<file path="src/rtl/gpio_irq_pkg.sv">
package gpio_irq_pkg;

  localparam int REG_W = 8;

  typedef enum logic [1:0] {
    SEL_FLAG = 2'd0,
    SEL_EN   = 2'd1,
    SEL_POL  = 2'd2,
    SEL_CTRL = 2'd3
  } reg_sel_e;

  // control byte, MSB first
  typedef struct packed {
    logic       sep;     // bit 7: move pin requests to secondary output
    logic [1:0] gpx;     // bits 6:5: auxiliary output select
    logic [1:0] pw;      // bits 4:3: pulse width code
    logic       ppol;    // bit 2: active pulse level in edge mode
    logic       edge_m;  // bit 1: 1 = edge mode, 0 = level mode
    logic       ie;      // bit 0: global interrupt enable
  } ctrl_t;

  localparam logic [REG_W-1:0] CTRL_RST     = 8'h10;
  localparam logic [1:0]       GPX_GPIN_IRQ = 2'b10;

endpackage

</file>
<file path="src/rtl/gpio_pin_sync.sv">
module gpio_pin_sync #(
  parameter int NUM_PINS = 8
) (
  input  logic                clk_i,
  input  logic                rst_ni,
  input  logic [NUM_PINS-1:0] pin_i,
  output logic [NUM_PINS-1:0] cur_o,
  output logic [NUM_PINS-1:0] prev_o
);

  localparam int STAGES = 3;

  for (genvar g = 0; g < NUM_PINS; g++) begin : g_pin
    logic [STAGES-1:0] pipe_q;
    logic [STAGES-1:0] pipe_d;

    always_comb begin
      pipe_d = {pipe_q[STAGES-2:0], pin_i[g]};
    end

    always_ff @(posedge clk_i or negedge rst_ni) begin
      if (!rst_ni) pipe_q <= '0;
      else         pipe_q <= pipe_d;
    end

    assign cur_o[g]  = pipe_q[1];
    assign prev_o[g] = pipe_q[2];
  end

endmodule

</file>
<file path="src/rtl/gpio_flag_bank.sv">
module gpio_flag_bank #(
  parameter int NUM_PINS = 8
) (
  input  logic                clk_i,
  input  logic                rst_ni,
  input  logic [NUM_PINS-1:0] cur_i,
  input  logic [NUM_PINS-1:0] prev_i,
  input  logic                wr_flag_i,
  input  logic                wr_en_i,
  input  logic                wr_pol_i,
  input  logic [NUM_PINS-1:0] wr_data_i,
  output logic [NUM_PINS-1:0] flag_o,
  output logic [NUM_PINS-1:0] en_o
);

  logic [NUM_PINS-1:0] flag_q, flag_d;
  logic [NUM_PINS-1:0] en_q, en_d;
  logic [NUM_PINS-1:0] pol_q, pol_d;
  logic [NUM_PINS-1:0] edge_hit;
  logic [NUM_PINS-1:0] clr_mask;

  for (genvar g = 0; g < NUM_PINS; g++) begin : g_edge
    always_comb begin
      if (pol_q[g]) edge_hit[g] = cur_i[g] & ~prev_i[g];
      else          edge_hit[g] = ~cur_i[g] & prev_i[g];
    end
  end

  always_comb begin
    clr_mask = wr_flag_i ? wr_data_i : '0;
    flag_d   = (flag_q & ~clr_mask) | edge_hit;
    en_d     = wr_en_i  ? wr_data_i : en_q;
    pol_d    = wr_pol_i ? wr_data_i : pol_q;
  end

  always_ff @(posedge clk_i or negedge rst_ni) begin
    if (!rst_ni) begin
      flag_q <= '0;
      en_q   <= '0;
      pol_q  <= '0;
    end else begin
      flag_q <= flag_d;
      if (wr_en_i)  en_q  <= en_d;
      if (wr_pol_i) pol_q <= pol_d;
    end
  end

  assign flag_o = flag_q;
  assign en_o   = en_q;

  // a detected edge always leaves its flag set
  p_edge_sets_r2: assert property (@(posedge clk_i) disable iff (!rst_ni)
    (edge_hit != '0) |=> ((flag_q & $past(edge_hit)) == $past(edge_hit)));

  // a clear without a coinciding edge empties the flag
  p_clear_r3: assert property (@(posedge clk_i) disable iff (!rst_ni)
    ((clr_mask & ~edge_hit) != '0) |=> ((flag_q & $past(clr_mask & ~edge_hit)) == '0));

endmodule

</file>
<file path="src/rtl/int_pulse_gen.sv">
module int_pulse_gen #(
  parameter int SRC_W   = 12,
  parameter int PW_BASE = 128
) (
  input  logic             clk_i,
  input  logic             rst_ni,
  input  logic [SRC_W-1:0] pend_i,
  input  logic             arm_i,
  input  logic [1:0]       pw_code_i,
  output logic             active_o
);

  localparam int CW = $clog2(PW_BASE * 8 + 1);

  logic [SRC_W-1:0] pend_q;
  logic [SRC_W-1:0] new_bits;
  logic [CW-1:0]    cnt_q, cnt_d;
  logic [CW-1:0]    width;
  logic             trig;

  always_comb begin
    new_bits = pend_i & ~pend_q;
    width    = CW'(PW_BASE) << pw_code_i;
    trig     = arm_i && (new_bits != '0) && (cnt_q == '0);
    if (trig)              cnt_d = width;
    else if (cnt_q != '0)  cnt_d = cnt_q - CW'(1);
    else                   cnt_d = cnt_q;
  end

  always_ff @(posedge clk_i or negedge rst_ni) begin
    if (!rst_ni) begin
      pend_q <= '0;
      cnt_q  <= '0;
    end else begin
      pend_q <= pend_i;
      cnt_q  <= cnt_d;
    end
  end

  assign active_o = (cnt_q != '0);

  // a pulse only begins after a new request was seen while armed
  p_start_cause_r6: assert property (@(posedge clk_i) disable iff (!rst_ni)
    $rose(active_o) |-> $past(arm_i && ((pend_i & ~pend_q) != '0)));

  // no pulse begins while disarmed
  p_disarmed_r8: assert property (@(posedge clk_i) disable iff (!rst_ni)
    (!arm_i && !active_o) |=> !active_o);

endmodule

</file>
<file path="src/rtl/gpio_irq_unit.sv">
module gpio_irq_unit
  import gpio_irq_pkg::*;
#(
  parameter int NUM_PINS = 8,
  parameter int NUM_EXT  = 4,
  parameter int PW_BASE  = 128
) (
  input  logic                clk_i,
  input  logic                rst_ni,
  input  logic [NUM_PINS-1:0] gpin_i,
  input  logic [NUM_EXT-1:0]  ext_irq_i,
  input  logic                wr_en_i,
  input  logic [1:0]          wr_sel_i,
  input  logic [REG_W-1:0]    wr_data_i,
  output logic                int_o,
  output logic                int_oe_o,
  output logic                sec_irq_o
);

  localparam int SRC_W = NUM_PINS + NUM_EXT;

  // reset: asserted asynchronously, released on the clock
  logic [1:0] rst_sync_q;
  logic       rst_n;

  always_ff @(posedge clk_i or negedge rst_ni) begin
    if (!rst_ni) rst_sync_q <= '0;
    else         rst_sync_q <= {rst_sync_q[0], 1'b1};
  end
  assign rst_n = rst_sync_q[1];

  // write decode
  logic wr_flag, wr_en, wr_pol, wr_ctrl;

  always_comb begin
    wr_flag = wr_en_i && (wr_sel_i == SEL_FLAG);
    wr_en   = wr_en_i && (wr_sel_i == SEL_EN);
    wr_pol  = wr_en_i && (wr_sel_i == SEL_POL);
    wr_ctrl = wr_en_i && (wr_sel_i == SEL_CTRL);
  end

  // control register
  ctrl_t ctrl_q, ctrl_d;

  always_comb begin
    ctrl_d = ctrl_q;
    if (wr_ctrl) ctrl_d = ctrl_t'(wr_data_i);
  end

  always_ff @(posedge clk_i or negedge rst_n) begin
    if (!rst_n)       ctrl_q <= ctrl_t'(CTRL_RST);
    else if (wr_ctrl) ctrl_q <= ctrl_d;
  end

  // pin capture and flags
  logic [NUM_PINS-1:0] cur, prev, flag, en;

  gpio_pin_sync #(.NUM_PINS(NUM_PINS)) u_sync (
    .clk_i  (clk_i),
    .rst_ni (rst_n),
    .pin_i  (gpin_i),
    .cur_o  (cur),
    .prev_o (prev)
  );

  gpio_flag_bank #(.NUM_PINS(NUM_PINS)) u_flags (
    .clk_i     (clk_i),
    .rst_ni    (rst_n),
    .cur_i     (cur),
    .prev_i    (prev),
    .wr_flag_i (wr_flag),
    .wr_en_i   (wr_en),
    .wr_pol_i  (wr_pol),
    .wr_data_i (wr_data_i[NUM_PINS-1:0]),
    .flag_o    (flag),
    .en_o      (en)
  );

  // request routing
  logic                gpin_act;
  logic                sep_route;
  logic [NUM_PINS-1:0] gpin_main;
  logic [SRC_W-1:0]    pend;

  always_comb begin
    sep_route = ctrl_q.sep && (ctrl_q.gpx == GPX_GPIN_IRQ);
    gpin_act  = |(flag & en);
    gpin_main = sep_route ? '0 : (flag & en);
    pend      = {ext_irq_i, gpin_main};
  end

  // pulse generator
  logic pulse_act;

  int_pulse_gen #(.SRC_W(SRC_W), .PW_BASE(PW_BASE)) u_pulse (
    .clk_i     (clk_i),
    .rst_ni    (rst_n),
    .pend_i    (pend),
    .arm_i     (ctrl_q.ie && ctrl_q.edge_m),
    .pw_code_i (ctrl_q.pw),
    .active_o  (pulse_act)
  );

  // pin drive
  always_comb begin
    if (ctrl_q.edge_m) begin
      int_oe_o = 1'b1;
      int_o    = pulse_act ? ctrl_q.ppol : ~ctrl_q.ppol;
    end else begin
      int_oe_o = ctrl_q.ie && (pend != '0);
      int_o    = 1'b0;
    end
    sec_irq_o = ctrl_q.ie && sep_route && gpin_act;
  end

  // open-drain line never drives high
  p_level_low_r4: assert property (@(posedge clk_i) disable iff (!rst_n)
    !ctrl_q.edge_m |-> !int_o);

  // push-pull line always enabled
  p_edge_drive_r5: assert property (@(posedge clk_i) disable iff (!rst_n)
    ctrl_q.edge_m |-> int_oe_o);

  // secondary output silent unless routed
  p_sec_quiet_r7: assert property (@(posedge clk_i) disable iff (!rst_n)
    !sep_route |-> !sec_irq_o);

  // level mode gated by global enable
  p_ie_gate_r8: assert property (@(posedge clk_i) disable iff (!rst_n)
    (!ctrl_q.ie && !ctrl_q.edge_m) |-> !int_oe_o);

endmodule

</file>
<file path="config.mk">
export PLATFORM = sky130hd
export DESIGN_NAME = gpio_irq_unit
export DESIGN_NICKNAME = d
export VERILOG_FILES = /design/src/rtl/gpio_irq_pkg.sv /design/src/rtl/gpio_pin_sync.sv /design/src/rtl/gpio_flag_bank.sv /design/src/rtl/int_pulse_gen.sv /design/src/rtl/gpio_irq_unit.sv
export SDC_FILE = /design/constraint.sdc
export NUM_CORES = 1
export LEC_CHECK = 0
export BUFFER_PORTS_ARGS = -buffer_cell sky130_fd_sc_hd__buf_2
export CAP_MARGIN = 20
export CORE_AREA = 8 8 95 97
export CTS_BUF_LIST = sky130_fd_sc_hd__clkbuf_8
export DETAILED_ROUTE_END_ITERATION = 10
export DIE_AREA = 0 0 103 105
export MAX_ROUTING_LAYER = met4
export PLACE_DENSITY = 0.64
export SETUP_SLACK_MARGIN = 0.3
export SYNTH_ARGS = -nofsm -noshare
export SYNTH_HDL_FRONTEND = slang
export SYNTH_HIERARCHICAL = 1
export SYNTH_SLANG_ARGS = --single-unit
</file>
<file path="constraint.sdc">
create_clock -name clk_i -period 2.4 [get_ports clk_i]
set_clock_uncertainty 0.15 [all_clocks]
set_input_delay 0.36 -clock clk_i [delete_from_list [all_inputs] [get_ports clk_i]]
set_output_delay 0.36 -clock clk_i [all_outputs]
set_load 0.005 [all_outputs]
</file>
==> metrics.md <==
| Metric | Value |
|---|---|
| Antenna diodes | `0` |
| Initial antenna violation count | `0` |
| Syn avg cell area | `12.8 µm²` |
| Hold Vio Cnt, Final | `0` |
| DRT Pass-1 Iters | `4` |
| Reg-to-Reg Start | `u_pulse/cnt_q[0]$_DFFE_PN0P_` |
| Clock root cell | `clkbuf_8` |
| EDFF count, synth | `0` |
| Die Span X | `103 µm` |
| Fmax achieved | `430 MHz` |
| Status | `completed` |
| Die ar. | `10800 µm²` |
| Post-synthesis cell type count | `47` |
| Slew Limit Fails | `0` |
| Final setup fails | `0` |
| Tot Pwr | `3.59 mW` |
| GRT overflow | `0` |
| Core Footprint | `7530 µm²` |
| WL/cell | `14.0 µm` |
| Peak supply drop | `0.000417 V` |
| Worst r2r dst | `u_pulse/cnt_q[10]$_DFFE_PN0P_` |
| Clock slew at reported path FFs | `0.08 ns` |
| Starting Density | `43.9%` |
| Max Cap Viol | `0` |
| Synth Net Count | `285` |
| Unrepaired setup endpoints after global routing | `yes` |
| DRC Markers | `0` |
| PwrDens | `915 nW/µm²` |
| Crit path capture type | `output pin` |
| Clk buf depth | `2` |
| Number of routed nets with antenna violations | `0` |
| Ys Warns | `6` |
| DP HPWL | `3.97 mm` |
| WP data arrival | `1.81 ns` |
| Port-buffer cells | `27` |
| Sequential area share after synthesis | `61.4%` |
| Layout cell share with drive strength beyond 1 | `31.2%` |
| Post-synthesis register bit count | `81` |
| First DRT Iteration DRCs | `57` |
| Vias | `2049` |
| GRT Resource Usage Total | `12.1%` |
| Final GP Congestion | `0.772` |
| CTS tree | `yes` |
| Mapped cell area | `3300 µm²` |
| Worst Reg2Reg Path Length in Cells | `7` |
| Clock Latency Late Sink | `0.35 ns` |
| Synth Instances | `258` |
| Period Utilization, post-route | `96.8%` |
| Layout fillers | `665` |
| Hold path start | `ext_irq_i[1]` |
| First-pass GRT wire length | `9.94 mm` |
| WHS Endpoint | `u_pulse/pend_q[9]$_DFF_PN0_` |
| Final hold slack | `0.0127 ns` |
| LEAKAGE | `1.81 nW` |
| Post-Place Cells | `372` |
| Ys async rst share | `100%` |
| Area Overhead vs Synth | `18.8%` |
| Nets | `330` |
| Crit path time final | `2.32 ns` |
| Hold Crit Depth | `1` |
| Routed vias/inst | `5.00` |
| Clk sinks | `81` |
| CP startpoint kind | `flop` |
| Required @ worst endpoint | `1.89 ns` |
| Pin count of the biggest net entering global routing | `33` |
| Row Count | `32` |
| Num CTS Buffers | `9` |
| Post-synth top flop | `dfrtp_1` |
| Final wirelength | `5.74 mm` |
| Layout Cells excl Fill | `410` |
| H-tree Lvls | `3` |
| Hold/Removal Path Class | `input pin to flop` |
| Die Ht | `105 µm` |
| R2R setup slack | `0.20 ns` |
| IO Count | `28` |
| Worst Path Max Fanout | `2` |
| Number of global-route vias before repair | `2077` |
| Worst setup path category | `flop to output pin` |
[cell families after synthesis]
group                    synth area share (%)
AND/OR/NAND/NOR                          13.3
other                                   0.114
flip-flops                               61.4
XOR/XNOR                                0.796
adder cells (fa/ha/maj)                 0.758
buffers and inverters                    5.27
AO/OA/AOI/OAI                            8.83
multiplexers                             9.51
[sequential cells by signal, summed over array words and instances (netlist names)]
name,count
u_flags/en_o,8
rst_sync_q,2
ctrl_q,8
u_flags/pol_q,8
u_pulse/cnt_q,11
u_sync/g_pin.pipe_q,24
u_flags/flag_o,8
u_pulse/pend_q,12
[metal layers]
| layer | GRT usage [%] | vias to the layer above | part of all wire, % |
|---|---|---|---|
| li1 | - | 984 | - |
| met1 | 15.1 | 1021 | 46 |
| met2 | 17.7 | 35 | 49 |
| met3 | 3.78 | 9 | 3.9 |
| met4 | 5.17 | 0 | 1.6 |
| met5 | - | - | 0 |
[cell usage in the layout, fill, tap and decap left out, types with 6 or more instances in the layout]
cell,n
mux2_2,20
clkbuf_8,9
dlygate4sd3_1,12
buf_2,27
a211o_1,8
nand2b_1,9
and3b_1,8
mux2_1,6
dfrtp_1,79
buf_4,14
nor2_1,21
nand2_1,15
a21boi_1,7
inv_1,6
[critical path: stages (launching register included)]
cell     delay, ns
dfrtp_1       0.39
inv_2         0.09
ha_4          0.14
nor3b_4       0.19
and4_4        0.25
inv_2         0.05
xnor2_1       0.11
and2_1        0.13
buf_2         0.12
[worst max-delay path by stage]
stage,start,depth (start not counted),endpoint
after floorplan,u_pulse/cnt_q[1]$_DFFE_PN0P_,7,u_pulse/cnt_q[10]$_DFFE_PN0P_
after global placement,u_pulse/cnt_q[1]$_DFFE_PN0P_,6,u_pulse/cnt_q[10]$_DFFE_PN0P_
after detailed placement,u_pulse/cnt_q[1]$_DFFE_PN0P_,6,u_pulse/cnt_q[10]$_DFFE_PN0P_
after CTS,u_pulse/cnt_q[1]$_DFFE_PN0P_,8,int_o
after global routing,u_pulse/cnt_q[1]$_DFFE_PN0P_,8,int_o
final,u_pulse/cnt_q[1]$_DFFE_PN0P_,8,int_o
[through the flow]
step	util [%]	setup TNS [ns]	worst slack (ns)	area, µm²
3_3_place_gp	46.5	0	0.324	3500
3_5_place_dp	46.5	0	0.275	3500
2_1_floorplan	-	0	0.297	3330
6_report	52.1	0	0.0763	3920
4_1_cts	51.7	0	0.0885	3890
5_1_grt	52.1	-0.0140	-0.0140	3920
[Yosys cell counts (2+ instances only)]
cell	instances	area share (%)
nor3_1	4	0.61
dfrtp_1	80	61
and2_1	2	0.38
nand2_1	15	1.7
nor4_1	2	0.38
inv_1	8	0.91
o2111ai_1	3	0.80
mux2_1	7	2.4
nor2_1	22	2.5
o21ai_1	2	0.30
a21boi_1	7	1.6
nand2b_1	9	1.7
xor2_1	2	0.53
o21ai_0	5	0.76
mux2_2	20	6.8
and3b_1	9	2.4
buf_2	4	0.61
ha_1	2	0.76
buf_4	16	3.6
nand4_1	2	0.38
a211o_1	8	2.1
a41o_1	3	0.91
a21oi_1	2	0.30
[final cells by class]
type / instances / area (µm²) / area share (%)
Clock inverter: 7 / 68.8 / 1.75
Tap cell: 102 / 128 / 3.25
Multi-Input combinational cell: 148 / 1150 / 29.3
Clock buffer: 9 / 124 / 3.16
Sequential cell: 81 / 2030 / 51.8
Timing Repair Buffer: 55 / 392 / 9.98
Inverter: 8 / 30.0 / 0.766
[timing repair]
| action | CTS | global route |
|---|---|---|
| gates resized for setup | 4 | 7 |
| endpoints found under the hold margin | 13 | 0 |
| hold buffers | 12 | 0 |
| pin swaps | 4 | 1 |
| buffers inserted | 9 | 1 |
| cloned | 0 | 0 |
| endpoints found under the setup margin | 2 | 5 |
[report_power, final]
group | switching, mW | internal [mW]
clock | 0.478 | 0.480
sequential | 0.213 | 1.62
combinational | 0.370 | 0.432
Note: power is estimated with default switching activity, not from simulation.
